File: src/rtl/tts_pkg.sv
package tts_pkg;
   typedef enum logic [1:0] {
      CMP_IDLE  = 2'd0,
      CMP_ARMED = 2'd1,
      CMP_LATE  = 2'd2,
      CMP_DONE  = 2'd3
   } cmp_state_t;
endpackage

File: src/rtl/tts_pps_sync.sv
module tts_pps_sync #(
   parameter int STAGES = 2
) (
   input  logic clk,
   input  logic rst_n,
   input  logic pps_in,
   output logic ld_pulse
);
   logic [STAGES-1:0] chain;
   logic              last_q;

   initial assert (STAGES >= 2) else $error("synchronizer needs two stages");

   for (genvar i = 0; i < STAGES; i++) begin : g_stage
      if (i == 0) begin : g_first
         always_ff @(posedge clk or negedge rst_n)
            if (!rst_n) chain[0] <= 1'b0;
            else        chain[0] <= pps_in;
      end else begin : g_next
         always_ff @(posedge clk or negedge rst_n)
            if (!rst_n) chain[i] <= 1'b0;
            else        chain[i] <= chain[i-1];
      end
   end

   always_ff @(posedge clk or negedge rst_n)
      if (!rst_n) last_q <= 1'b0;
      else        last_q <= chain[STAGES-1];

   assign ld_pulse = chain[STAGES-1] & ~last_q;

   // one load per rising edge of the pulse input
   p_pulse_single_r2: assert property (@(posedge clk) disable iff (!rst_n)
      ld_pulse |=> !ld_pulse);
endmodule

File: src/rtl/tts_timebase.sv
module tts_timebase
   import tts_pkg::*;
#(
   parameter int TS_W = 64,
   parameter int LAT  = 2
) (
   input  logic            clk,
   input  logic            rst_n,
   input  logic            ld_pulse,
   input  logic            ptime_wr,
   input  logic [TS_W-1:0] ptime_val,
   input  logic            start_wr,
   input  logic [TS_W-1:0] start_val,
   output logic [TS_W-1:0] ts,
   output logic            fire,
   output logic            armed,
   output logic            late
);
   logic [TS_W-1:0] pend_q;
   logic [TS_W-1:0] tgt_q;
   cmp_state_t      st_q;

   initial assert (TS_W >= 32) else $error("timestamp too narrow");

   always_ff @(posedge clk or negedge rst_n)
      if (!rst_n)        pend_q <= '0;
      else if (ptime_wr) pend_q <= ptime_val;

   always_ff @(posedge clk or negedge rst_n)
      if (!rst_n)        ts <= '0;
      else if (ld_pulse) ts <= pend_q + TS_W'(LAT);
      else               ts <= ts + 1'b1;

   assign fire  = (st_q == CMP_ARMED) && (ts == tgt_q);
   assign armed = (st_q == CMP_ARMED);
   assign late  = (st_q == CMP_LATE);

   always_ff @(posedge clk or negedge rst_n)
      if (!rst_n) begin
         st_q  <= CMP_IDLE;
         tgt_q <= '0;
      end else if (start_wr) begin
         tgt_q <= start_val;
         st_q  <= (start_val <= ts) ? CMP_LATE : CMP_ARMED;
      end else if (fire) begin
         st_q  <= CMP_DONE;
      end

   // counter steps by one outside a load
   p_ts_step_r3: assert property (@(posedge clk) disable iff (!rst_n)
      !ld_pulse |=> ts == $past(ts) + 1'b1);
   // the compare fires once and disarms
   p_fire_once_r4: assert property (@(posedge clk) disable iff (!rst_n)
      fire && !start_wr |=> !armed && !fire);
   // a start time already passed is flagged and not armed
   p_late_r5: assert property (@(posedge clk) disable iff (!rst_n)
      start_wr && (start_val <= ts) |=> late && !armed);
endmodule

File: src/rtl/tts_nco.sv
module tts_nco #(
   parameter int PH_W = 32
) (
   input  logic            clk,
   input  logic            rst_n,
   input  logic            fire,
   input  logic            cfg_wr,
   input  logic [PH_W-1:0] cfg_ftw,
   output logic [PH_W-1:0] phase
);
   logic [PH_W-1:0] ftw_sh;
   logic [PH_W-1:0] ftw_act;

   initial assert (PH_W >= 8) else $error("phase width too small");

   always_ff @(posedge clk or negedge rst_n)
      if (!rst_n)      ftw_sh <= '0;
      else if (cfg_wr) ftw_sh <= cfg_ftw;

   always_ff @(posedge clk or negedge rst_n)
      if (!rst_n) begin
         ftw_act <= '0;
         phase   <= '0;
      end else if (fire) begin
         ftw_act <= ftw_sh;
         phase   <= '0;
      end else begin
         phase   <= phase + ftw_act;
      end

   // accumulator starts from zero after the timed start
   p_phase_zero_r7: assert property (@(posedge clk) disable iff (!rst_n)
      fire |=> phase == '0);
   // tuning word changes only at a start
   p_ftw_hold_r8: assert property (@(posedge clk) disable iff (!rst_n)
      !fire |=> $stable(ftw_act));
endmodule

File: src/rtl/tts_decim.sv
module tts_decim #(
   parameter int DEC_W = 16,
   parameter int TS_W  = 64
) (
   input  logic            clk,
   input  logic            rst_n,
   input  logic            fire,
   input  logic            ld_pulse,
   input  logic            cfg_wr,
   input  logic [DEC_W-1:0] cfg_ratio,
   input  logic [TS_W-1:0] ts,
   output logic            smp_vld,
   output logic [TS_W-1:0] smp_ts,
   output logic [DEC_W:0]  gap
);
   localparam int GAP_W = DEC_W + 1;

   logic [DEC_W-1:0] ratio_sh, ratio_act, cnt, last;
   logic             started, hit, run;
   logic [GAP_W-1:0] gcnt, gnext;

   initial assert (DEC_W >= 11) else $error("ratio field cannot hold 2000");

   assign last  = (ratio_act == '0) ? '0 : ratio_act - 1'b1;
   assign hit   = fire | (started & (cnt == last));
   assign gnext = (&gcnt) ? gcnt : gcnt + 1'b1;

   always_ff @(posedge clk or negedge rst_n)
      if (!rst_n)      ratio_sh <= DEC_W'(1);
      else if (cfg_wr) ratio_sh <= cfg_ratio;

   always_ff @(posedge clk or negedge rst_n)
      if (!rst_n) begin
         ratio_act <= DEC_W'(1);
         cnt       <= '0;
         started   <= 1'b0;
      end else if (fire) begin
         ratio_act <= ratio_sh;
         cnt       <= '0;
         started   <= 1'b1;
      end else if (started) begin
         cnt       <= (cnt == last) ? '0 : cnt + 1'b1;
      end

   always_ff @(posedge clk or negedge rst_n)
      if (!rst_n) begin
         smp_vld <= 1'b0;
         smp_ts  <= '0;
      end else begin
         smp_vld <= hit;
         if (hit) smp_ts <= ts;
      end

   always_ff @(posedge clk or negedge rst_n)
      if (!rst_n) begin
         run  <= 1'b0;
         gcnt <= '0;
         gap  <= '0;
      end else if (ld_pulse) begin
         run  <= 1'b1;
         gcnt <= '0;
      end else if (run) begin
         if (hit) begin
            gap <= gnext;
            run <= 1'b0;
         end else begin
            gcnt <= gnext;
         end
      end

   // the start edge emits a strobe tagged with the start time
   p_strobe_at_start_r6: assert property (@(posedge clk) disable iff (!rst_n)
      fire |=> smp_vld && smp_ts == $past(ts) && cnt == '0);
   // ratio changes only at a start
   p_ratio_hold_r8: assert property (@(posedge clk) disable iff (!rst_n)
      !fire |=> $stable(ratio_act));
endmodule

File: src/rtl/tts_sample_sync.sv
module tts_sample_sync #(
   parameter int TS_W        = 64,
   parameter int DEC_W       = 16,
   parameter int PH_W        = 32,
   parameter int OUT_PH_W    = 32,
   parameter int SYNC_STAGES = 2
) (
   input  logic                clk,
   input  logic                rst_n,
   input  logic                pps_in,
   input  logic                ptime_wr,
   input  logic [TS_W-1:0]     ptime_val,
   input  logic                start_wr,
   input  logic [TS_W-1:0]     start_val,
   input  logic                cfg_wr,
   input  logic [DEC_W-1:0]    cfg_ratio,
   input  logic [PH_W-1:0]     cfg_ftw,
   output logic [TS_W-1:0]     ts_now,
   output logic                armed,
   output logic                late,
   output logic                smp_vld,
   output logic [TS_W-1:0]     smp_ts,
   output logic [OUT_PH_W-1:0] nco_phase,
   output logic [DEC_W:0]      trig_gap
);
   localparam int LAT = SYNC_STAGES;

   logic            ld_pulse, fire;
   logic [PH_W-1:0] phase_full;

   initial assert (OUT_PH_W <= PH_W && OUT_PH_W > 0) else $error("bad phase output width");

   tts_pps_sync #(.STAGES(SYNC_STAGES)) u_sync (
      .clk(clk), .rst_n(rst_n), .pps_in(pps_in), .ld_pulse(ld_pulse));

   tts_timebase #(.TS_W(TS_W), .LAT(LAT)) u_tb (
      .clk(clk), .rst_n(rst_n), .ld_pulse(ld_pulse),
      .ptime_wr(ptime_wr), .ptime_val(ptime_val),
      .start_wr(start_wr), .start_val(start_val),
      .ts(ts_now), .fire(fire), .armed(armed), .late(late));

   tts_nco #(.PH_W(PH_W)) u_nco (
      .clk(clk), .rst_n(rst_n), .fire(fire),
      .cfg_wr(cfg_wr), .cfg_ftw(cfg_ftw), .phase(phase_full));

   tts_decim #(.DEC_W(DEC_W), .TS_W(TS_W)) u_dec (
      .clk(clk), .rst_n(rst_n), .fire(fire), .ld_pulse(ld_pulse),
      .cfg_wr(cfg_wr), .cfg_ratio(cfg_ratio), .ts(ts_now),
      .smp_vld(smp_vld), .smp_ts(smp_ts), .gap(trig_gap));

   if (OUT_PH_W == PH_W) begin : g_phase_full
      assign nco_phase = phase_full;
   end else begin : g_phase_trunc
      assign nco_phase = phase_full[PH_W-1 -: OUT_PH_W];
   end
endmodule

File: config.mk
export PLATFORM = sky130hd
export DESIGN_NAME = tts_sample_sync
export DESIGN_NICKNAME = d
export VERILOG_FILES = /design/src/rtl/tts_pkg.sv /design/src/rtl/tts_pps_sync.sv /design/src/rtl/tts_timebase.sv /design/src/rtl/tts_nco.sv /design/src/rtl/tts_decim.sv /design/src/rtl/tts_sample_sync.sv
export SDC_FILE = /design/constraint.sdc
export NUM_CORES = 1
export LEC_CHECK = 0
export BUFFER_PORTS_ARGS = -buffer_cell sky130_fd_sc_hd__buf_4
export CORE_MARGIN = 4
export CORE_UTILIZATION = 35
export CTS_BUF_LIST = sky130_fd_sc_hd__clkbuf_8 sky130_fd_sc_hd__clkbuf_16
export DETAILED_ROUTE_END_ITERATION = 7
export SETUP_SLACK_MARGIN = 0.15
export SLEW_MARGIN = 5
export SYNTH_ARGS = -nofsm -noshare
export SYNTH_HDL_FRONTEND = slang
export SYNTH_SLANG_ARGS = --single-unit
File: constraint.sdc
create_clock -name clk -period 8.6 [get_ports clk]
set_input_delay 1.72 -clock clk [delete_from_list [all_inputs] [get_ports clk]]
set_output_delay 1.72 -clock clk [all_outputs]
set_load 0.005 [all_outputs]
Word-level counts from Yosys, hierarchy flattened --
Index checks and enable logic that the tools add are counted.
Word-level totals: register bits 442, logic and storage cells 60, output and inout bits 180
Operators by class: $add $sub $neg 6, bitwise operators 5, eq/ne operators 5, order comparisons 1, mux-type cells 16, reduce and logical (&&, ||, !) cells 8
Operators by type and width (number):
- $mux 17 | 4
- $add 64x1->64 const B | 1
- $add 64x2->64 const B | 1
- $eq 64x64->1 | 1
- $le 64x64->1 | 1
- $mux 16 | 4
- $mux 64 | 1
- $add 32x32->32 | 1
- $mux 32 | 1
- $add 17x1->17 const B | 1
- $reduce_and 17->1 | 1
- $add 16x1->16 const B | 1
- $eq 16x16->1 | 1
- $logic_not 16->1 | 1
- $sub 16x1->16 const B | 1
- $mux 2 | 3
- $reduce_bool 2->1 | 3
- $mux 1 | 3
- $reduce_and 3->1 | 1
- $and 1x1->1 | 2
- $eq 2x1->1 const B | 1
- $eq 2x2->1 const B | 1
- $ne 2x2->1 const B | 1
- $not 1->1 | 2
- 3 further kinds | 3

Longest topological paths before layout --
Gate-level depths: netlist (run 1).
word-level depth 8, depth in mapped cells 13, depth with buffers taken out 12

Modules after synthesis --
From an unflattened synthesis (run 1), not the netlist that was laid out.
Unflattened totals: cells, all modules 2248, area, all modules 24279.5 sq um
By module, submodules not included:
- tts_timebase | sequential area each 4854.7 sq um, instances 1, area each 12025.3 sq um, cells an instance 1215
- tts_decim | sequential area each 3731.1 sq um, instances 1, area each 7081.8 sq um, cells an instance 574
- tts_nco | sequential area each 2402.3 sq um, instances 1, area each 5083.6 sq um, cells an instance 455
- tts_pps_sync | sequential area each 75.1 sq um, instances 1, area each 88.8 sq um, cells an instance 4

Worst setup path after synthesis (run 1) --
Ideal clock, no wire load.
path kind flip-flop to flip-flop, from register u_dec.ratio_act[7], to register u_dec.gap[10], buffers on the path 4, arrival time 3.478 ns, library setup time 0.125 ns, required time 8.475 ns, cell stages (with the launch flop) 14, path slack 4.997 ns, cells stage by stage dfrtp_1 -> buf_2 -> or4_1 -> buf_4 -> nor4_4 -> mux2i_1 -> o21ai_0 -> a211o_1 -> or4b_4 -> nor3_2 -> o211a_1 -> buf_6 -> buf_12 -> mux2_4
Between the ends: cells in the longest elaborated chain, start to end 6
Ends and longest elaborated chain:
- start, declared | RTL line tts_decim.sv:18 | logic [DEC_W-1:0] ratio_sh, ratio_act, cnt, last;
- start signal, assigned | RTL line tts_decim.sv:38 | ratio_act <= ratio_sh;
- $sub 16x1->16 or $logic_not 16->1 (tied branches) | RTL line tts_decim.sv:24 | assign last = (ratio_act == '0) ? '0 : ratio_act - 1'b1;
- $mux 16 * | RTL line tts_decim.sv:24
- $eq 16x16->1 * | RTL line tts_decim.sv:25 | assign hit = fire | (started & (cnt == last));
- $and 1x1->1 * | RTL line tts_decim.sv:25
- $or 1x1->1 * | RTL line tts_decim.sv:25
- $reduce_and 3->1 (no source line) *
- end signal, assigned | RTL line tts_decim.sv:64 | gap <= gnext;
- end, declared | RTL line tts_decim.sv:14 | output logic [DEC_W:0] gap
Mark *: on every way between the ends. The rest lies on a longest branch, timed or not. A chain may end at the register's enable or synchronous reset.

Final worst setup path (run 1) --
from register u_dec.ratio_act[7], to register u_dec.gcnt[14]
Between the ends: cells in the longest elaborated chain, start to end 7
Ends and longest elaborated chain:
- $sub 16x1->16 or $logic_not 16->1 (tied branches) | RTL line tts_decim.sv:24
- $mux 16 * | RTL line tts_decim.sv:24
- $eq 16x16->1 * | RTL line tts_decim.sv:25
- $and 1x1->1 * | RTL line tts_decim.sv:25
- $or 1x1->1 * | RTL line tts_decim.sv:25
- $ne 2x2->1 (no source line) *
- $reduce_and 2->1 (no source line) *
- end signal, assigned | RTL line tts_decim.sv:67 | gcnt <= gnext;
- end, declared | RTL line tts_decim.sv:20 | logic [GAP_W-1:0] gcnt, gnext;
Marks and branches as above.

==> metrics.cfg, run 1 <==
[grt]
gr-total-overflow=0
grt_most_used_layer=met2
grtUsageMet3_pct=4.570
antenna_found_initial=16
track_usage_pct=20.39
grt_pass1_wl_mm=118.1
grt_max_degree=137
met1_usage_pct=28.08
grtUsageMet2_pct=32.14
grt_pass1_vias=19419

[yosys]
syn_area_per_cell_sq_um=10.19
ys_async_sr_fraction_pct=100.0
ys_ff_latch=442
synth_fp_nets=2665
netlist_area_sq_um=24270
seq_area_frac_synth_pct=45.58
synth_edf_count=0
syn_inst=2382
synth_top_area_cell=dfrtp_1
synth_cell_types=77
synth-main-ff-cell=dfrtp_1
synthTopCellsByArea=dfrtp_1, mux2_2, ha_1
yosysWarningCount=0
synth.top_cell.area_share_pct=45.37

[setup_path]
cp-start-kind=register
rr_worst_depth=11
path_delay_family=simple AND/OR/NAND/NOR gates
crit_type=reg2reg
timing.rr.start=u_dec.ratio_act[7]
cp_cell_sequence=or4_1, or4_1, a41oi_1, o21ai_0, a21bo_2, a2111oi_4, a21boi_4, buf_4, buf_4, a31oi_1, a41o_1
cp.arrival_ns=4.96
cp-end-kind=register
worstPathMaxFanout=78
cp_slowest_cell=or4_1
worst-path-buf-inv=2
cp.required_ns=9.09
rrSetupSlack_ns=4.13
slowest_delay_ns=0.79
reg2reg_to=u_dec.gcnt[14]

[sta]
rsz0062_at_grt=false
post-route-period-util_pct=52.02
slew_viol_final=0
worst_slew_pin_slew_ns=1.034
relSlewSlack_pct=31.06
max_freq_mhz=223.5
finalHoldViolCount=0
setup_viol=0
tns_ns=0
fin_skew_ns=0.03123
fin_crit_ns=4.474

[place]
portBuffers=361
dp.cells=3574
hpwlAfterDp_mm=58.66
gp_congestion=0.9249

[cts]
cts-hold-fix-buffers=0
cts_num_sinks=442
cts_setup_buffers=0
cts-root-buf=clkbuf_16
cts_tree=built
cts.clk_slew.worst_paths_ns=0.06
cts_resized=0
cts_buffer_depth=3
cts_made_buffers=51
ctsHtreeMaxLevel=2
clk_latency_ns=0.61

[floorplanning]
die_area_sq_um=73620
num_io_pins=362
initial_utilization_pct=35.33
rows=96
die_w_um=271.3
die_h_um=271.3
core_sq_um=68710

[power_and_ir_drop]
leakage_uw=0.01392
power_density_nw_per_um2=193.3
peakVddDrop_mv=0.1379

[layout]
multi_input_area_sq_um=12380
syn_to_final_growth_pct=22.56
n_fill_cell=6586
drive_above_1_share_pct=25.99
finalNonFillerCells=3680
seq_area_sq_um=11060
fin_nets=2979

[detailed_routing]
wirelength_mm=77.04
post_drt_wl_per_cell_um=20.94
drt-pass1-iter-count=6
detail_route.iter0.violations=1345
via_count=19494
drc_errors=0
drt-vias-per-instance=5.297
drtAntennaViolNets=0

[min_path]
whs_endpoint=u_sync.chain[1]
hp-class=reg2reg
hold_depth=0
min_from=u_sync.chain[0]

[outcome]
status=completed

[run]
cap_violations=0

## metrics by stage
stage                     setup slack [ns]  area [sq um]  utilization (%)  hold WS, ns  total power, uW
after floorplan                      4.997         24270                -       0.3312             2876
after global placement               4.130         27810            40.48       0.3427             3319
after detailed placement             4.074         27810            40.48       0.3441             3339
after CTS                            4.071         29720            43.26       0.3785             5808
after global routing                 3.789         29740            43.28       0.3859             6007
final                                4.126         29750            43.29       0.3788             5750
## worst reg2reg max path: cells and delay by family (launching register included)
family,cells,cell delay [ns]
compound gates,7,1.29
flops,1,0.47
simple gates,2,1.36
buf+inv,2,1.27
## registers in the layout, indices dropped and copies added (netlist names), 2 cells and up
signal           cells
u_tb.tgt_q          64
u_nco.ftw_sh        32
u_dec.cnt           16
u_sync.chain         2
u_nco.phase         32
u_dec.ratio_act     16
u_dec.smp_ts        64
u_dec.ratio_sh      16
u_nco.ftw_act       32
u_tb.st_q            2
u_dec.gap           17
u_tb.pend_q         64
u_tb.ts             64
u_dec.gcnt          17
## synth_stat cells, types with 19 or more instances
master,instances
nand4_1,57
nor4_1,41
nand2_1,227
inv_1,100
o21ai_0,173
dfrtp_1,440
clkbuf_1,83
a21o_1,42
and3_1,35
nand3_1,77
nor3b_1,19
xor2_1,88
xnor2_1,132
a21oi_1,61
nor2_1,133
a31oi_1,23
nor3_1,44
mux2_2,220
nor2b_1,51
ha_1,100
## worst max-delay path by stage
stage                                  start        endpoint  slack [ns]  cells after the start
after floorplan           u_dec.ratio_act[7]   u_dec.gap[10]        5.00                     13
after global placement    u_dec.ratio_act[7]  u_dec.gcnt[13]        4.13                     11
after detailed placement  u_dec.ratio_act[7]  u_dec.gcnt[14]        4.07                     11
after CTS                 u_dec.ratio_act[7]  u_dec.gcnt[14]        4.07                     11
after global routing      u_dec.ratio_act[7]  u_dec.gcnt[13]        3.79                     11
final                     u_dec.ratio_act[7]  u_dec.gcnt[14]        4.13                     11
## power by group
part           internal, uW  total, uW  switching [uW]  leakage (uW)
Sequential             2220       2440             212       0.00563
Combinational           409        878             469       0.00731
Clock                  1530       2440             911      0.000977
## cells by family after synthesis
group | count (synthesis) | share of synthesized area [%]
compound gates | 403 | 10.43
flops | 442 | 45.58
buf+inv | 212 | 3.542
fa+ha+maj | 101 | 5.238
mux | 239 | 11.19
simple gates | 765 | 16.08
xor+xnor | 220 | 7.939
## final cells by class
cell class              count  area share, %
flip-flops and latches    442          37.19
repair buffers            373          9.523
inverters                 100          1.262
diodes                     10        0.08413
clock buffers              67          5.069
clock inverters            29          1.346
multi-input cells        1728          41.61
well taps                 931          3.916
## layout by cell type (no fill, tap or decap), drive strengths merged, types with 5 or more instances in the layout
cell type	synthesis	routed
o21ai	177	177
o211ai	6	6
ha	100	100
o21a	5	5
nand2b	13	13
and4	12	12
a31oi	23	23
diode	0	10
nor3	46	46
buf	29	373
xor2	88	88
or3	10	10
mux2i	8	8
a211oi	10	10
a2111oi	12	12
a21o	42	42
a41o	12	12
inv	100	113
and2	9	9
nand2	227	227
nand3	77	77
xnor2	132	132
clkbuf	83	67
nor4	45	45
or4	14	14
a21oi	61	61
nor2	133	133
o31ai	7	7
bufinv	0	10
mux2	231	231
nand4b	6	6
nor2b	51	51
and3	35	35
o31a	6	6
dfrtp	440	440
nor3b	19	19
nand4	57	57
o21bai	7	7
## routing by layer
metal	wire length [um]	vias up	share of wire, %
met5	62	-	0.080
met4	2074	10	2.7
met3	5245	126	6.8
met2	35260	593	46
met1	34400	9672	45
li1	-	9093	-
No activity file was read; power rests on OpenSTA's default activity.
==> run 2: changes to the inputs <==
==> constraint.sdc (replaced) <==
create_clock -name clk -period 3.9 [get_ports clk]
set_input_delay 0.78 -clock clk [delete_from_list [all_inputs] [get_ports clk]]
set_output_delay 0.78 -clock clk [all_outputs]
set_load 0.005 [all_outputs]
==> run 2 against run 1 <==
Effect of this change:
- non-clock buffer count up 64
- clock-buffer cell count down 3
- sequential share of layout area down 0.99 points
- register-to-register slack worse by 3.8 ns
- global-route usage up 0.39 points
- clock power up 130%
- combinational power up 120%
- clock skew down 0.00089 ns
- maximum frequency up 24%
- critical path depth up 1
- critical path type unchanged
- critical endpoint is now u_dec.gap[15]
- largest power group is now clock
==> metrics.cfg, run 2 (synthesis gave the netlist of run 1 again) <==
[outcome]
status=completed

[setup_path]
timing.rr.start=u_dec.ratio_act[7]
rrSetupSlack_ns=0.28
crit_type=reg2reg
cp.required_ns=4.38
crit_start=u_dec.ratio_act[7]
worstPathMaxFanout=8
cp-start-kind=register
path_delay_family=simple AND/OR/NAND/NOR gates
cpMostUsedCell=buf_12
worst-path-buf-inv=3
cp-end-kind=register
cp_cell_sequence=or4_4, buf_6, nor4_4, mux2i_1, o22ai_1, a211o_1, or4b_4, nor3_2, o211a_1, buf_12, buf_12, mux2_4
cp.arrival_ns=4.10
cp_slowest_cell=or4b_4
slowest_delay_ns=0.54

[floorplanning]
die_w_um=271.3
die_h_um=271.3
initial_utilization_pct=35.33
die_area_sq_um=73620
num_io_pins=362
core_sq_um=68710
rows=96

[power_and_ir_drop]
peakVddDrop_mv=0.3510
leakage_uw=0.01434
power_density_nw_per_um2=423.9
power.total_uw=12950

[grt]
grt_pass1_vias=19886
grt_max_degree=99
gr-total-overflow=0
track_usage_pct=20.78
antenna_found_initial=11
grt_pass1_wl_mm=120.7

[detailed_routing]
wirelength_mm=79.13
post_drt_wl_per_cell_um=21.13
drt-pass1-iter-count=5
drtAntennaViolNets=0
drt-vias-per-instance=5.300
detail_route.iter0.violations=1560
via_count=19850
drc_errors=0

[sta]
slew_viol_final=0
post-route-period-util_pct=92.85
setup_viol=0
finalHoldViolCount=0
rsz0062_at_grt=true
tns_ns=0
fin_crit_ns=3.621
fin_skew_ns=0.03034
relSlewSlack_pct=38.97
max_freq_mhz=276.2
worst_slew_pin_slew_ns=0.9155

[cts]
ctsHtreeMaxLevel=2
cts_num_sinks=442
clk_latency_ns=0.62
cts_made_buffers=53
cts.clk_slew.worst_paths_ns=0.06
cts-hold-fix-buffers=0
cts-root-buf=clkbuf_16
cts_tree=built
cts_buffer_depth=3

[min_path]
hp-class=in2async

[place]
gp_congestion=0.9283
portBuffers=361
hpwlAfterDp_mm=60.59
dp.cells=3618

[layout]
seq_area_sq_um=11060
finalNonFillerCells=3745
multi_input_area_sq_um=12490
fin_nets=3047
n_fill_cell=6566
drive_above_1_share_pct=28.55
final_cell_mix=dfrtp_1, buf_4, nand2_1
layout_commonest_cell=dfrtp_1
syn_to_final_growth_pct=25.92

[run]
cap_violations=0

## run 2: worst reg2reg max path, stage by stage (launching register included)
cell	delay [ns]
dfrtp_1	0.38
or4_4	0.53
buf_6	0.16
nor4_4	0.38
mux2i_1	0.26
o22ai_1	0.09
a211o_1	0.23
or4b_4	0.55
nor3_2	0.12
o211a_1	0.23
buf_12	0.14
buf_12	0.13
mux2_4	0.30
## run 2: worst paths after layout
path | endpoint | depth (start not counted)
hold reg to reg | u_sync.chain[1] | 0
min in group clk | u_sync.chain[0] | 1
setup / recovery | u_dec.gap[15] | 12
max in group asynchronous | u_dec.ratio_sh[0] | 2
setup reg to reg | u_dec.gap[15] | 12
hold / removal | u_tb.pend_q[29] | 1
## run 2: area by class of cell
type	count	area share [%]
Clock inverter	36	1.711
Clock buffer	64	4.835
Timing Repair Buffer	437	11.30
Antenna cell	5	0.04094
Multi-Input combinational cell	1730	40.87
Inverter	100	1.228
Sequential cell	442	36.20
Tap cell	931	3.812
## run 2: metal layers
metal | part of all wire, % | routed length, um | GRT usage, % | vias up
li1 | - | - | - | 9233
met4 | 2.3 | 1790 | 5.064 | 6
met3 | 6.5 | 5151 | 4.225 | 112
met1 | 44 | 35110 | 28.65 | 9889
met5 | 0.043 | 34 | 0 | -
met2 | 47 | 37040 | 33.72 | 610
## run 2: what timing repair did
action / CTS / global route
buffers inserted: 0 / 20
setup endpoints to repair: 35 / 106
gates resized for setup: 1 / 26
gates cloned: 0 / 2
pin swaps: 0 / 12
## run 2: stage by stage
| step | hold slack (ns) | util [%] | cell area [sq um] | setup WS [ns] |
|---|---|---|---|---|
| floorplan | 0.3312 | - | 24270 | 0.2974 |
| global placement | 0.3427 | 41.11 | 28240 | 0.02093 |
| detailed placement | 0.3511 | 41.11 | 28240 | 0.08788 |
| CTS | 0.2376 | 44.03 | 30250 | 0.1579 |
| global route | 0.2373 | 44.48 | 30560 | 0.1199 |
| finish | 0.2069 | 44.48 | 30560 | 0.2790 |
## run 2: power by group
group	internal, uW	total, uW	switching (uW)
clock	3500	5620	2120
sequential	4910	5370	469
combinational	912	1960	1050
==> run 3: changes to the inputs <==
--- a/config.mk
+++ b/config.mk
@@ -6,7 +6,7 @@
 export NUM_CORES = 1
 export LEC_CHECK = 0
 export BUFFER_PORTS_ARGS = -buffer_cell sky130_fd_sc_hd__buf_4
-export CORE_MARGIN = 4
+export CORE_MARGIN = 3
 export CORE_UTILIZATION = 35
 export CTS_BUF_LIST = sky130_fd_sc_hd__clkbuf_8 sky130_fd_sc_hd__clkbuf_16
 export DETAILED_ROUTE_END_ITERATION = 7
==> run 3 against run 2 <==
Effect of this change:
- sequential share of layout area is 0.65 points higher
- maximum frequency increased by 1.2%
- critical path depth is 1 lower
- clock-buffer cell count down 5
- sequential power barely moved
- clock skew shrank 0.011 ns
- via count is 0.94% lower
- critical path type unchanged
- critical endpoint is now u_dec.gap[6]
- largest cell class unchanged
- largest power group is now sequential cells
- highest routed layer unchanged
==> metrics.cfg, run 3 (synthesis gave the netlist of run 1 again) <==
[sta]
slew_viol_final=0
finalHoldViolCount=0
tns_ns=0
worst_hold_slack_ns=0.2584
setup_viol=0
fin_skew_ns=0.01887
worst_slew_pin_slew_ns=0.9651
post-route-period-util_pct=91.72
fin_crit_ns=3.577
max_freq_mhz=279.5
relSlewSlack_pct=35.66
rsz0062_at_grt=false

[floorplanning]
core_sq_um=67870
die_h_um=269.3
die_area_sq_um=72540
initial_utilization_pct=35.76
num_io_pins=362
die_w_um=269.3
rows=95

[power_and_ir_drop]
p_sw_uw=3504
peakVddDrop_mv=0.3082
p_int_uw=8543
switching_share_pct=29.09
clkPwrFrac_pct=39.2
power_density_nw_per_um2=401.2
power_frac_seq_pct=44.5
leakage_uw=0.01410
combPwrFrac_pct=16.3

[grt]
grtUsageMet3_pct=4.703
gr-total-overflow=0
antenna_found_initial=8
grt_pass1_wl_mm=119.0
grt_pass1_vias=19500
track_usage_pct=20.88
grt_max_degree=108
met1_usage_pct=28.25
grtUsageMet2_pct=33.71
grt_most_used_layer=met2

[cts]
cts_made_buffers=51
ctsHtreeMaxLevel=2
cts_num_sinks=442
cts_tree=built
cts-root-buf=clkbuf_16
cts-hold-fix-buffers=0
cts_buffer_depth=3
clk_latency_ns=0.60
cts.clk_slew.worst_paths_ns=0.06

[layout]
finalNonFillerCells=3712
fin_nets=3030
layout_commonest_cell=dfrtp_1
drive_above_1_share_pct=27.60
final_cell_mix=dfrtp_1, buf_4, nand2_1
fin_util_pct=44.24
syn_to_final_growth_pct=23.70

[detailed_routing]
drt-vias-per-instance=5.297
drc_errors=0
post_drt_wl_per_cell_um=21.15
via_count=19663
wirelength_mm=78.52
drt-pass1-iter-count=5
detail_route.iter0.violations=1452
drtAntennaViolNets=0

[setup_path]
slowest_delay_ns=0.56
cp_slowest_cell=or4b_4
cp.required_ns=4.36
crit_type=reg2reg
cp.arrival_ns=4.04
worst-path-buf-inv=2
cp-start-kind=register
path_delay_family=simple AND/OR/NAND/NOR gates
cp_cell_sequence=or4_1, buf_6, nor4_4, mux2i_2, o21ai_0, a211o_1, or4b_4, nor3_4, o211a_4, buf_12, mux2_1
worstPathMaxFanout=9
cp-end-kind=register

[place]
dp.cells=3605
gp_congestion=0.8753
hpwlAfterDp_mm=60.24
portBuffers=361

[outcome]
status=completed

[run]
cap_violations=0

[min_path]
hp-class=in2async

run 3: cell type report:
class	count	area [sq um]
antenna	5	12.51
sequential	442	11070
timing repair buffer	422	3322
inverter	100	375.4
tap	921	1152
multi-input combinational	1730	12470
fill	6515	37850
clock inverter	33	241.5
clock buffer	59	1386
run 3: stage by stage:
step                cell area (sq um)  setup slack, ns  power [uW]
floorplan                       24270           0.2974        6343
global placement                28210          0.06843        7336
detailed placement              28210           0.1145        7387
CTS                             29840           0.1562       12160
global route                    30020           0.1798       12560
finish                          30020           0.3227       12050
run 3: worst paths after layout:
check	startpoint	endpoint	slack (ns)	depth (start not counted)
worst max-delay path	u_dec.ratio_act[7]	u_dec.gap[6]	0.32	11
worst min register to register	u_sync.chain[0]	u_sync.chain[1]	0.35	0
min in group clk	pps_in	u_sync.chain[0]	0.31	1
worst min-delay path	rst_n	u_tb.pend_q[37]	0.26	1
max in group asynchronous	rst_n	u_dec.smp_ts[15]	2.55	2
worst max register to register	u_dec.ratio_act[7]	u_dec.gap[6]	0.32	11
run 3: power groups by stage:
stage / Combinational, uW / Sequential (uW) / Clock [uW]
2_1_floorplan: 1080 / 5270 / 0
3_3_place_gp: 1920 / 5420 / 0
3_5_place_dp: 1950 / 5440 / 0
4_1_cts: 1960 / 5360 / 4840
5_1_grt: 2160 / 5410 / 4990
6_report: 1970 / 5360 / 4720
run 3: metal layers:
layer	vias to the layer above	wire [um]
met1	9752	35130
met2	581	36600
met5	-	57
met3	118	4944
met4	6	1788
li1	9206	-
run 3: repair_timing:
action,in CTS,in global routing
resized for setup,2,19
buffers inserted,0,7
pin swaps,1,12
setup endpoints to repair,16,103
cloned,0,3
